==> config.mk <==
export PLATFORM = sky130hd
export DESIGN_NAME = nvm_guard_ctrl
export DESIGN_NICKNAME = d
export VERILOG_FILES = /design/src/rtl/nvm_guard_pkg.sv /design/src/rtl/nvm_unlock_fsm.sv /design/src/rtl/nvm_write_timer.sv /design/src/rtl/nvm_store.sv /design/src/rtl/nvm_guard_ctrl.sv
export SDC_FILE = /design/constraint.sdc
export NUM_CORES = 1
export LEC_CHECK = 0
export BUFFER_PORTS_ARGS = -buffer_cell sky130_fd_sc_hd__buf_2
export CAP_MARGIN = 5
export CORE_MARGIN = 1
export CORE_UTILIZATION = 55
export CTS_CLUSTER_DIAMETER = 120
export DETAILED_ROUTE_END_ITERATION = 7
export GPL_TIMING_DRIVEN = 1
export PLACE_DENSITY = 0.75
export SLEW_MARGIN = 10
export SYNTH_ARGS = -nofsm -noshare
export SYNTH_HDL_FRONTEND = slang
export SYNTH_SLANG_ARGS = --single-unit
==> constraint.sdc <==
create_clock -name clk -period 2.3 [get_ports clk]
set_input_delay 0.46 -clock clk [delete_from_list [all_inputs] [get_ports clk]]
set_output_delay 0.46 -clock clk [all_outputs]
set_load 0.02 [all_outputs]
==> src/rtl/nvm_guard_pkg.sv <==
package nvm_guard_pkg;

  localparam int BUS_W = 8;

  // Register select on the bus
  typedef enum logic [1:0] {
    REG_ADDR = 2'd0,
    REG_DATA = 2'd1,
    REG_CTRL = 2'd2,
    REG_KEY  = 2'd3
  } reg_sel_e;

  // Control register bit positions
  localparam int B_RD   = 0;
  localparam int B_WR   = 1;
  localparam int B_WREN = 2;
  localparam int B_DONE = 4;
  localparam int B_CFG  = 6;
  localparam int B_MEM  = 7;

  // Unlock sequence progress
  typedef enum logic [1:0] {
    K_IDLE  = 2'd0,
    K_FIRST = 2'd1,
    K_ARMED = 2'd2
  } key_state_e;

endpackage

==> src/rtl/nvm_unlock_fsm.sv <==
module nvm_unlock_fsm
  import nvm_guard_pkg::*;
#(
  parameter logic [BUS_W-1:0] KEY_A = 8'h55,
  parameter logic [BUS_W-1:0] KEY_B = 8'hAA
) (
  input  logic             clk,
  input  logic             rst,
  input  logic             bus_we,
  input  logic             key_sel,
  input  logic [BUS_W-1:0] wdata,
  output logic             armed
);

  key_state_e state_q, state_d;

  // Every bus write advances or cancels the sequence
  always_comb begin
    state_d = state_q;
    if (bus_we) begin
      unique case (state_q)
        K_IDLE:  state_d = (key_sel && wdata == KEY_A) ? K_FIRST : K_IDLE;
        K_FIRST: state_d = (key_sel && wdata == KEY_B) ? K_ARMED : K_IDLE;
        default: state_d = K_IDLE;
      endcase
    end
  end

  always_ff @(posedge clk) begin
    if (rst) state_q <= K_IDLE;
    else     state_q <= state_d;
  end

  assign armed = (state_q == K_ARMED);

endmodule

==> src/rtl/nvm_write_timer.sv <==
module nvm_write_timer #(
  parameter int WRITE_CYCLES = 16
) (
  input  logic clk,
  input  logic rst,
  input  logic start,
  output logic busy,
  output logic finish
);

  localparam int CW = $clog2(WRITE_CYCLES + 1);

  logic [CW-1:0] cnt_q;

  always_ff @(posedge clk) begin
    if (rst)               cnt_q <= '0;
    else if (start)        cnt_q <= CW'(WRITE_CYCLES);
    else if (cnt_q != '0)  cnt_q <= cnt_q - CW'(1);
  end

  assign busy   = (cnt_q != '0);
  assign finish = (cnt_q == CW'(1));

endmodule

==> src/rtl/nvm_store.sv <==
module nvm_store #(
  parameter int ADDR_W = 4,
  parameter int DATA_W = 8
) (
  input  logic              clk,
  input  logic              we,
  input  logic [ADDR_W-1:0] waddr,
  input  logic [DATA_W-1:0] wdata,
  input  logic              re,
  input  logic [ADDR_W-1:0] raddr,
  output logic [DATA_W-1:0] q
);

  localparam int DEPTH = 1 << ADDR_W;

  // No reset on the array or read register so that block RAM can be used
  logic [DATA_W-1:0] mem [DEPTH];

  always_ff @(posedge clk) begin
    if (we) mem[waddr] <= wdata;
    if (re) q <= mem[raddr];
  end

endmodule

==> src/rtl/nvm_guard_ctrl.sv <==
module nvm_guard_ctrl
  import nvm_guard_pkg::*;
#(
  parameter int               ADDR_W       = 4,
  parameter int               WRITE_CYCLES = 16,
  parameter logic [BUS_W-1:0] KEY_A        = 8'h55,
  parameter logic [BUS_W-1:0] KEY_B        = 8'hAA
) (
  input  logic             clk,
  input  logic             rst,
  input  logic             bus_we,
  input  logic [1:0]       bus_reg,
  input  logic [BUS_W-1:0] bus_wdata,
  output logic [BUS_W-1:0] bus_rdata,
  output logic             irq_done
);

  reg_sel_e          sel;
  logic [ADDR_W-1:0] addr_q;
  logic [BUS_W-1:0]  data_q, mem_q, data_cur, ctrl_view;
  logic              use_mem_q;
  logic              msel_q, csel_q, wren_q, rd_q, done_q;
  logic              wr_busy, wr_finish, armed;
  logic              ctrl_wr, sel_ok, wr_start, rd_start;

  assign sel     = reg_sel_e'(bus_reg);
  assign ctrl_wr = bus_we && (sel == REG_CTRL);
  assign sel_ok  = !bus_wdata[B_MEM] && !bus_wdata[B_CFG];

  // Start needs: armed key sequence, enable from an earlier write, idle timer
  assign wr_start = ctrl_wr && bus_wdata[B_WR] && sel_ok && wren_q && armed && !wr_busy;
  assign rd_start = ctrl_wr && bus_wdata[B_RD] && sel_ok && !wr_busy && !wr_start;

  nvm_unlock_fsm #(
    .KEY_A(KEY_A),
    .KEY_B(KEY_B)
  ) u_unlock (
    .clk    (clk),
    .rst    (rst),
    .bus_we (bus_we),
    .key_sel(sel == REG_KEY),
    .wdata  (bus_wdata),
    .armed  (armed)
  );

  nvm_write_timer #(
    .WRITE_CYCLES(WRITE_CYCLES)
  ) u_timer (
    .clk   (clk),
    .rst   (rst),
    .start (wr_start),
    .busy  (wr_busy),
    .finish(wr_finish)
  );

  nvm_store #(
    .ADDR_W(ADDR_W),
    .DATA_W(BUS_W)
  ) u_store (
    .clk  (clk),
    .we   (wr_finish && !rst),
    .waddr(addr_q),
    .wdata(data_cur),
    .re   (rd_start),
    .raddr(addr_q),
    .q    (mem_q)
  );

  // Data register view: last fetched byte or last bus-written byte
  assign data_cur = use_mem_q ? mem_q : data_q;

  always_ff @(posedge clk) begin
    if (rst) begin
      addr_q    <= '0;
      data_q    <= '0;
      use_mem_q <= 1'b0;
      msel_q    <= 1'b0;
      csel_q    <= 1'b0;
      wren_q    <= 1'b0;
      rd_q      <= 1'b0;
      done_q    <= 1'b0;
    end else begin
      rd_q <= rd_start;
      if (rd_start) use_mem_q <= 1'b1;
      if (wr_finish) done_q <= 1'b1;
      if (!wr_busy && bus_we) begin
        unique case (sel)
          REG_ADDR: addr_q <= bus_wdata[ADDR_W-1:0];
          REG_DATA: begin
            data_q    <= bus_wdata;
            use_mem_q <= 1'b0;
          end
          REG_CTRL: begin
            msel_q <= bus_wdata[B_MEM];
            csel_q <= bus_wdata[B_CFG];
            wren_q <= bus_wdata[B_WREN];
            done_q <= done_q && bus_wdata[B_DONE];
          end
          default: ;
        endcase
      end
    end
  end

  assign ctrl_view = {msel_q, csel_q, 1'b0, done_q, 1'b0, wren_q, wr_busy, rd_q};

  always_ff @(posedge clk) begin
    if (rst) bus_rdata <= '0;
    else begin
      unique case (sel)
        REG_ADDR: bus_rdata <= BUS_W'(addr_q);
        REG_DATA: bus_rdata <= data_cur;
        REG_CTRL: bus_rdata <= ctrl_view;
        default:  bus_rdata <= '0;
      endcase
    end
  end

  assign irq_done = done_q;

endmodule

# --- Yosys cells after proc, flatten, opt, wreduce, memory -nomap -nowiden ---
# Memories as Yosys holds them, arrays and structs flattened. A register that Yosys moved wholly into a read port is not among the register bits.
# Index checks and enable logic that the tools add are counted.
totals:
  ff_bits: 33
  mem_bits_rw: 128
  inputBits: 13
  mem_count: 1
memory_table:
  columns: ["memory", "words", "word_bits", "rd", "rd_ports_with_merged_regs", "wr", "line", "rtl"]
  rows:
  - ["u_store.mem", 16, 8, 1, 1, 1, "nvm_store.sv:17", "logic [DATA_W-1:0] mem [DEPTH];"]
classes:
  add_sub_neg: 1
  n_eq_ne: 8
  muxes: 15
  n_reduce_logical: 29
ops:
  columns: ["cell", "n"]
  rows:
  - ["$pmux W8 S3", 1]
  - ["$logic_and A1 B1 Y1", 16]
  - ["$mux W5", 2]
  - ["$mux W1", 9]
  - ["$eq A8 B7 Y1 const B", 1]
  - ["$eq A8 B8 Y1 const B", 1]
  - ["$mux W8", 1]
  - ["$eq A2 B2 Y1 const B", 3]
  - ["$reduce_and A2 Y1", 3]
  - ["$eq A5 B1 Y1 const B", 1]
  - ["$logic_not A1 Y1", 5]
  - ["$reduce_bool A5 Y1", 1]
  - ["$sub A5 B1 Y5 const B", 1]
  - ["$eq A2 B1 Y1 const B", 2]
  - ["$logic_not A2 Y1", 2]
  - ["$pmux W2 S2", 1]
  - ["$mux W2", 1]
  - ["$reduce_bool A2 Y1", 1]
  - ["$reduce_or A2 Y1", 1]

# --- Depth between registers and ports, before layout ---
logic_depth:
  depth_word: 12
  depth_mapped: 7

# --- Cells and area by module ---
# A second synthesis with hierarchy kept.
unflattened:
  hier_cells: 385
  hier_area_um2: 6756.5
by_module_without_submodules:
  columns: ["module", "instances", "cells_each", "area_per_inst_um2", "seq_area_each_um2"]
  rows:
  - ["nvm_store", 1, 229, 5227.5, 4083.9]
  - ["nvm_guard_ctrl", 1, 114, 1143.6, 520.5]
  - ["nvm_write_timer", 1, 26, 244.0, 100.1]
  - ["nvm_unlock_fsm", 1, 16, 141.4, 40.0]

# --- Worst setup path before layout ---
# No wires, ideal clock.
synth_timing:
  path_type: "register to register"
  startpoint: "register u_timer.cnt_q[0]"
  endpoint: "register u_store.q[0], read port of u_store.mem, enable pin"
  arrival_time_ns: 2.223
  path_slack_ns: -0.248
  stages_incl_launch_ff: 8
  synth_period_minus_slack_ns: 2.548
  cell_sequence: "dfxtp_1 -> inv_1 -> ha_1 -> or4b_1 -> buf_2 -> or3_4 -> or4_4 -> inv_1"
synth_between:
  elab_chain_len: 5
  elab_cells_between_ends: 6
synth_rtl:
  columns: ["item", "line", "rtl"]
  rows:
  - ["start, declared", "nvm_write_timer.sv:13", "logic [CW-1:0] cnt_q;"]
  - ["start signal, assigned", "nvm_write_timer.sv:17", "else if (start) cnt_q <= CW'(WRITE_CYCLES);"]
  - ["start signal, assigned", "nvm_write_timer.sv:18", "else if (cnt_q != '0) cnt_q <= cnt_q - CW'(1);"]
  - ["$reduce_bool A5 Y1 *", "nvm_write_timer.sv:21", "assign busy = (cnt_q != '0);"]
  - ["$logic_not A1 Y1 *", "nvm_guard_ctrl.sv:31, nvm_guard_ctrl.sv:32", null]
  - ["$logic_and A1 B1 Y1", "nvm_guard_ctrl.sv:31", "assign wr_start = ctrl_wr && bus_wdata[B_WR] && sel_ok && wren_q && armed && !wr_busy;"]
  - ["$logic_not A1 Y1", "nvm_guard_ctrl.sv:32", "assign rd_start = ctrl_wr && bus_wdata[B_RD] && sel_ok && !wr_busy && !wr_start;"]
  - ["$logic_and A1 B1 Y1 *", "nvm_guard_ctrl.sv:32", null]
  - ["named net rd_start", "nvm_guard_ctrl.sv:24", "logic ctrl_wr, sel_ok, wr_start, rd_start;"]
  - ["end, declared", "nvm_store.sv:11", "output logic [DATA_W-1:0] q"]
# The timed path passes the listed nets; every way through them passes the cells marked *.
# A chain may end at the register's enable or synchronous reset.

# --- Worst setup path after layout ---
layout_timing:
  startpoint: "register u_timer.cnt_q[1]"
  endpoint: "register u_store.q[3], read port of u_store.mem, enable pin"
# The elaborated chain is that of the path after synthesis.

==> flow_summary.json <==
{
  "drt_first_pass_iters": 7,
  "ant_nets": 0,
  "cts_buffer_depth": 2,
  "antenna_cells": 0,
  "synth-edff-count": 136,
  "globalplace.congestion": 0.836,
  "rsz0062_at_grt": "yes",
  "r2r_setup_slack_ns": 0.05,
  "ys_top_cells_by_area": "edfxtp_1 (61%), mux4_2 (11%), dfxtp_1 (9.9%)",
  "coreArea_um2": 11600,
  "min_path_type": "in -> reg",
  "hold_path_depth": 3,
  "syn_inst": 389,
  "pre_cts_ws_ns": -0.0772,
  "crit_path_end_kind": "flip-flop",
  "leakagePower_nw": 2.79,
  "ys_seq_elements": 169,
  "outcome": "finished with violations",
  "drive_gt1_frac": 0.333,
  "finalClockSkew_ns": 0.00745,
  "whs_ns": 0.332,
  "power_density_nw_per_um2": 943,
  "ios": 22,
  "first_global_vias": 3753,
  "portBuffers": 21,
  "die-area_um2": 12500,
  "layout_min_cycle_time_ns": 2.25,
  "wl_per_cell_um": 22.9,
  "die_w_um": 112,
  "route.detailed.drc": 6,
  "rr_worst_depth": 6,
  "synth_flop_cell": "edfxtp_1",
  "grt_max_degree": 32,
  "antenna_found_initial": 0,
  "dp_cells": 573,
  "maxCapViolCount": 0,
  "wirelength_um": 13900,
  "rows": 39,
  "setup_viol_count_final": 0,
  "hold_viol_final": 0,
  "clk_pin_slew_ns": 0.06,
  "violations": "DRC",
  "die_height_um": 112,
  "syn-num-nets": 405,
  "areaGrowthSynthToFinish_pct": 19.5,
  "worstSkewPairLatency_ns": 0.42,
  "required_ns": 2.42,
  "numCtsBuffers": 17,
  "worstPathArrival_ns": 2.38,
  "fin_util": 0.684,
  "cts_tree": "built",
  "async_flop_share": 0,
  "clock_sinks": 169,
  "max_slew.worst_pin.slew_ns": 0.640,
  "clockRootBuffer": "clkbuf_16",
  "start_kind": "flip-flop",
  "viasPerCell": 6.21,
  "design_area_um2": 7940,
  "slew_viol_final": 0,
  "place_area_um2": 7270,
  "cts_hold_buf": 0,
  "htreeDepth": 4,
  "post-route-period-util": 0.980,
  "ir_worst_vdd_mv": 0.621,
  "grt_overflow": 0,
  "yosysSeqAreaShare": 0.714,
  "ys_warn_count": 0,
  "syn_area_per_cell_um2": 17.1,
  "hpwl_um": 8600,
  "synthDominantCellAreaShare": 0.614,
  "grt_use_total": 0.243,
  "fin_ws_ns": 0.0455,
  "synth_top_area_cell": "edfxtp_1",
  "synth.distinct_cells": 40,
  "grt_pass1_wl_um": 21500,
  "vias": 3776,
  "worst-path-max-fanout": 8,
  "fmax_mhz": 444,
  "final_cells": 608,
  "drt-initial-drc-count": 423,
  "slew-limit-headroom": 0.572,
  "syn_area_um2": 6650,
  "layout.nets": 468,
  "critPathKind": "reg -> reg",
  "initial_utilization": 0.573
}
-- what timing repair did --
action,in CTS,in global routing
pin swaps,2,0
buffers inserted,1,2
setup endpoints to repair,50,136
gates resized for setup,1,5
-- critical path, stage by stage (launching register included) --
cell        delay, ns
dfxtp_2          0.33
inv_4            0.07
ha_4             0.12
or4b_4           0.45
or3_4            0.36
or4_4            0.45
clkinvlp_4       0.18
-- report_power, final --
part           switching, mW  total [mW]  leakage (nW)  internal [mW]
Combinational          0.516        1.03         0.980          0.510
Sequential            0.0654        3.49          1.52           3.43
Clock                   1.15        2.97         0.286           1.82
-- Yosys cell counts (6+ instances only) --
| cell | instances |
|---|---|
| a21oi_1 | 6 |
| a22oi_1 | 19 |
| clkbuf_1 | 17 |
| dfxtp_1 | 33 |
| edfxtp_1 | 136 |
| mux2_2 | 8 |
| mux2i_1 | 19 |
| mux4_2 | 32 |
| nand2_1 | 13 |
| nand2b_1 | 6 |
| nor2_1 | 37 |
| nor3_1 | 9 |
-- routing by layer --
layer | wire, um | global-route usage
met5 | 0 | 0
met1 | 5890 | 0.332
met2 | 6710 | 0.368
met3 | 897 | 0.0593
met4 | 431 | 0.119
-- final timing paths --
| path | startpoint | endpoint |
|---|---|---|
| min | bus_wdata[0] | addr_q[0]$_SDFFE_PP0P_ |
| min reg2reg | rd_q$_SDFF_PP0_ | bus_rdata[0]$_SDFF_PP0_ |
| max | u_timer.cnt_q[1]$_SDFFE_PP0N_ | u_store.q[3]$_DFFE_PP_ |
| max reg2reg | u_timer.cnt_q[1]$_SDFFE_PP0N_ | u_store.q[3]$_DFFE_PP_ |
-- final cells by class --
type | count | area [um^2]
Sequential cell | 169 | 4750
Fill cell | 757 | 3670
Multi-Input combinational cell | 194 | 1850
Timing Repair Buffer | 65 | 514
Clock buffer | 17 | 425
Clock inverter | 15 | 200
Tap cell | 143 | 179
Inverter | 5 | 25.0
-- flip-flops by register name (all words and copies together) (netlist names) --
name	cells
msel_q	1
wren_q	1
bus_rdata	8
use_mem_q	1
data_q	8
u_store.q	8
csel_q	1
irq_done	1
rd_q	1
u_timer.cnt_q	5
u_unlock.state_q	2
u_store.mem	128
addr_q	4
-- kinds of logic (layout without fill, tap and decap cells) --
| group | count (synthesis) | count (layout) | share of synthesized area |
|---|---|---|---|
| DFF | 169 | 169 | 0.714 |
| and+or+nand+nor | 98 | 98 | 0.0781 |
| muxes | 59 | 59 | 0.151 |
| AOI/OAI and AO/OA | 33 | 33 | 0.0356 |
| buffers and inverters | 26 | 102 | 0.0152 |
| adders and majority gates | 3 | 3 | 0.00565 |
| xor gates and xnor gates | 1 | 1 | 0.00132 |
-- cells in the final DEF, fill, tap and decap left out, types with 3 or more instances in the layout --
cell,synthesis,layout
a21oi_1,6,6
a22oi_1,19,19
a2bb2oi_1,3,3
and2_1,5,5
buf_12,0,6
buf_2,3,21
buf_4,0,37
bufinv_16,0,4
clkbuf_16,0,17
clkinvlp_4,0,7
dfxtp_1,33,30
dfxtp_2,0,3
edfxtp_1,136,136
mux2_2,8,8
mux2i_1,19,19
mux4_2,32,32
nand2_1,13,13
nand2b_1,6,6
nand3_1,4,3
nand3b_1,4,4
nor2_1,37,36
nor2b_1,5,5
nor3_1,9,6
nor3_2,0,3
-- metrics by stage --
step	power (mW)	TNS (ns)
floorplan	4.16	-1.26
global placement	4.50	-0.308
detailed placement	4.53	-0.828
CTS	7.49	0
global route	7.75	-0.200
finish	7.49	0
(Power assumes the default switching activity.)
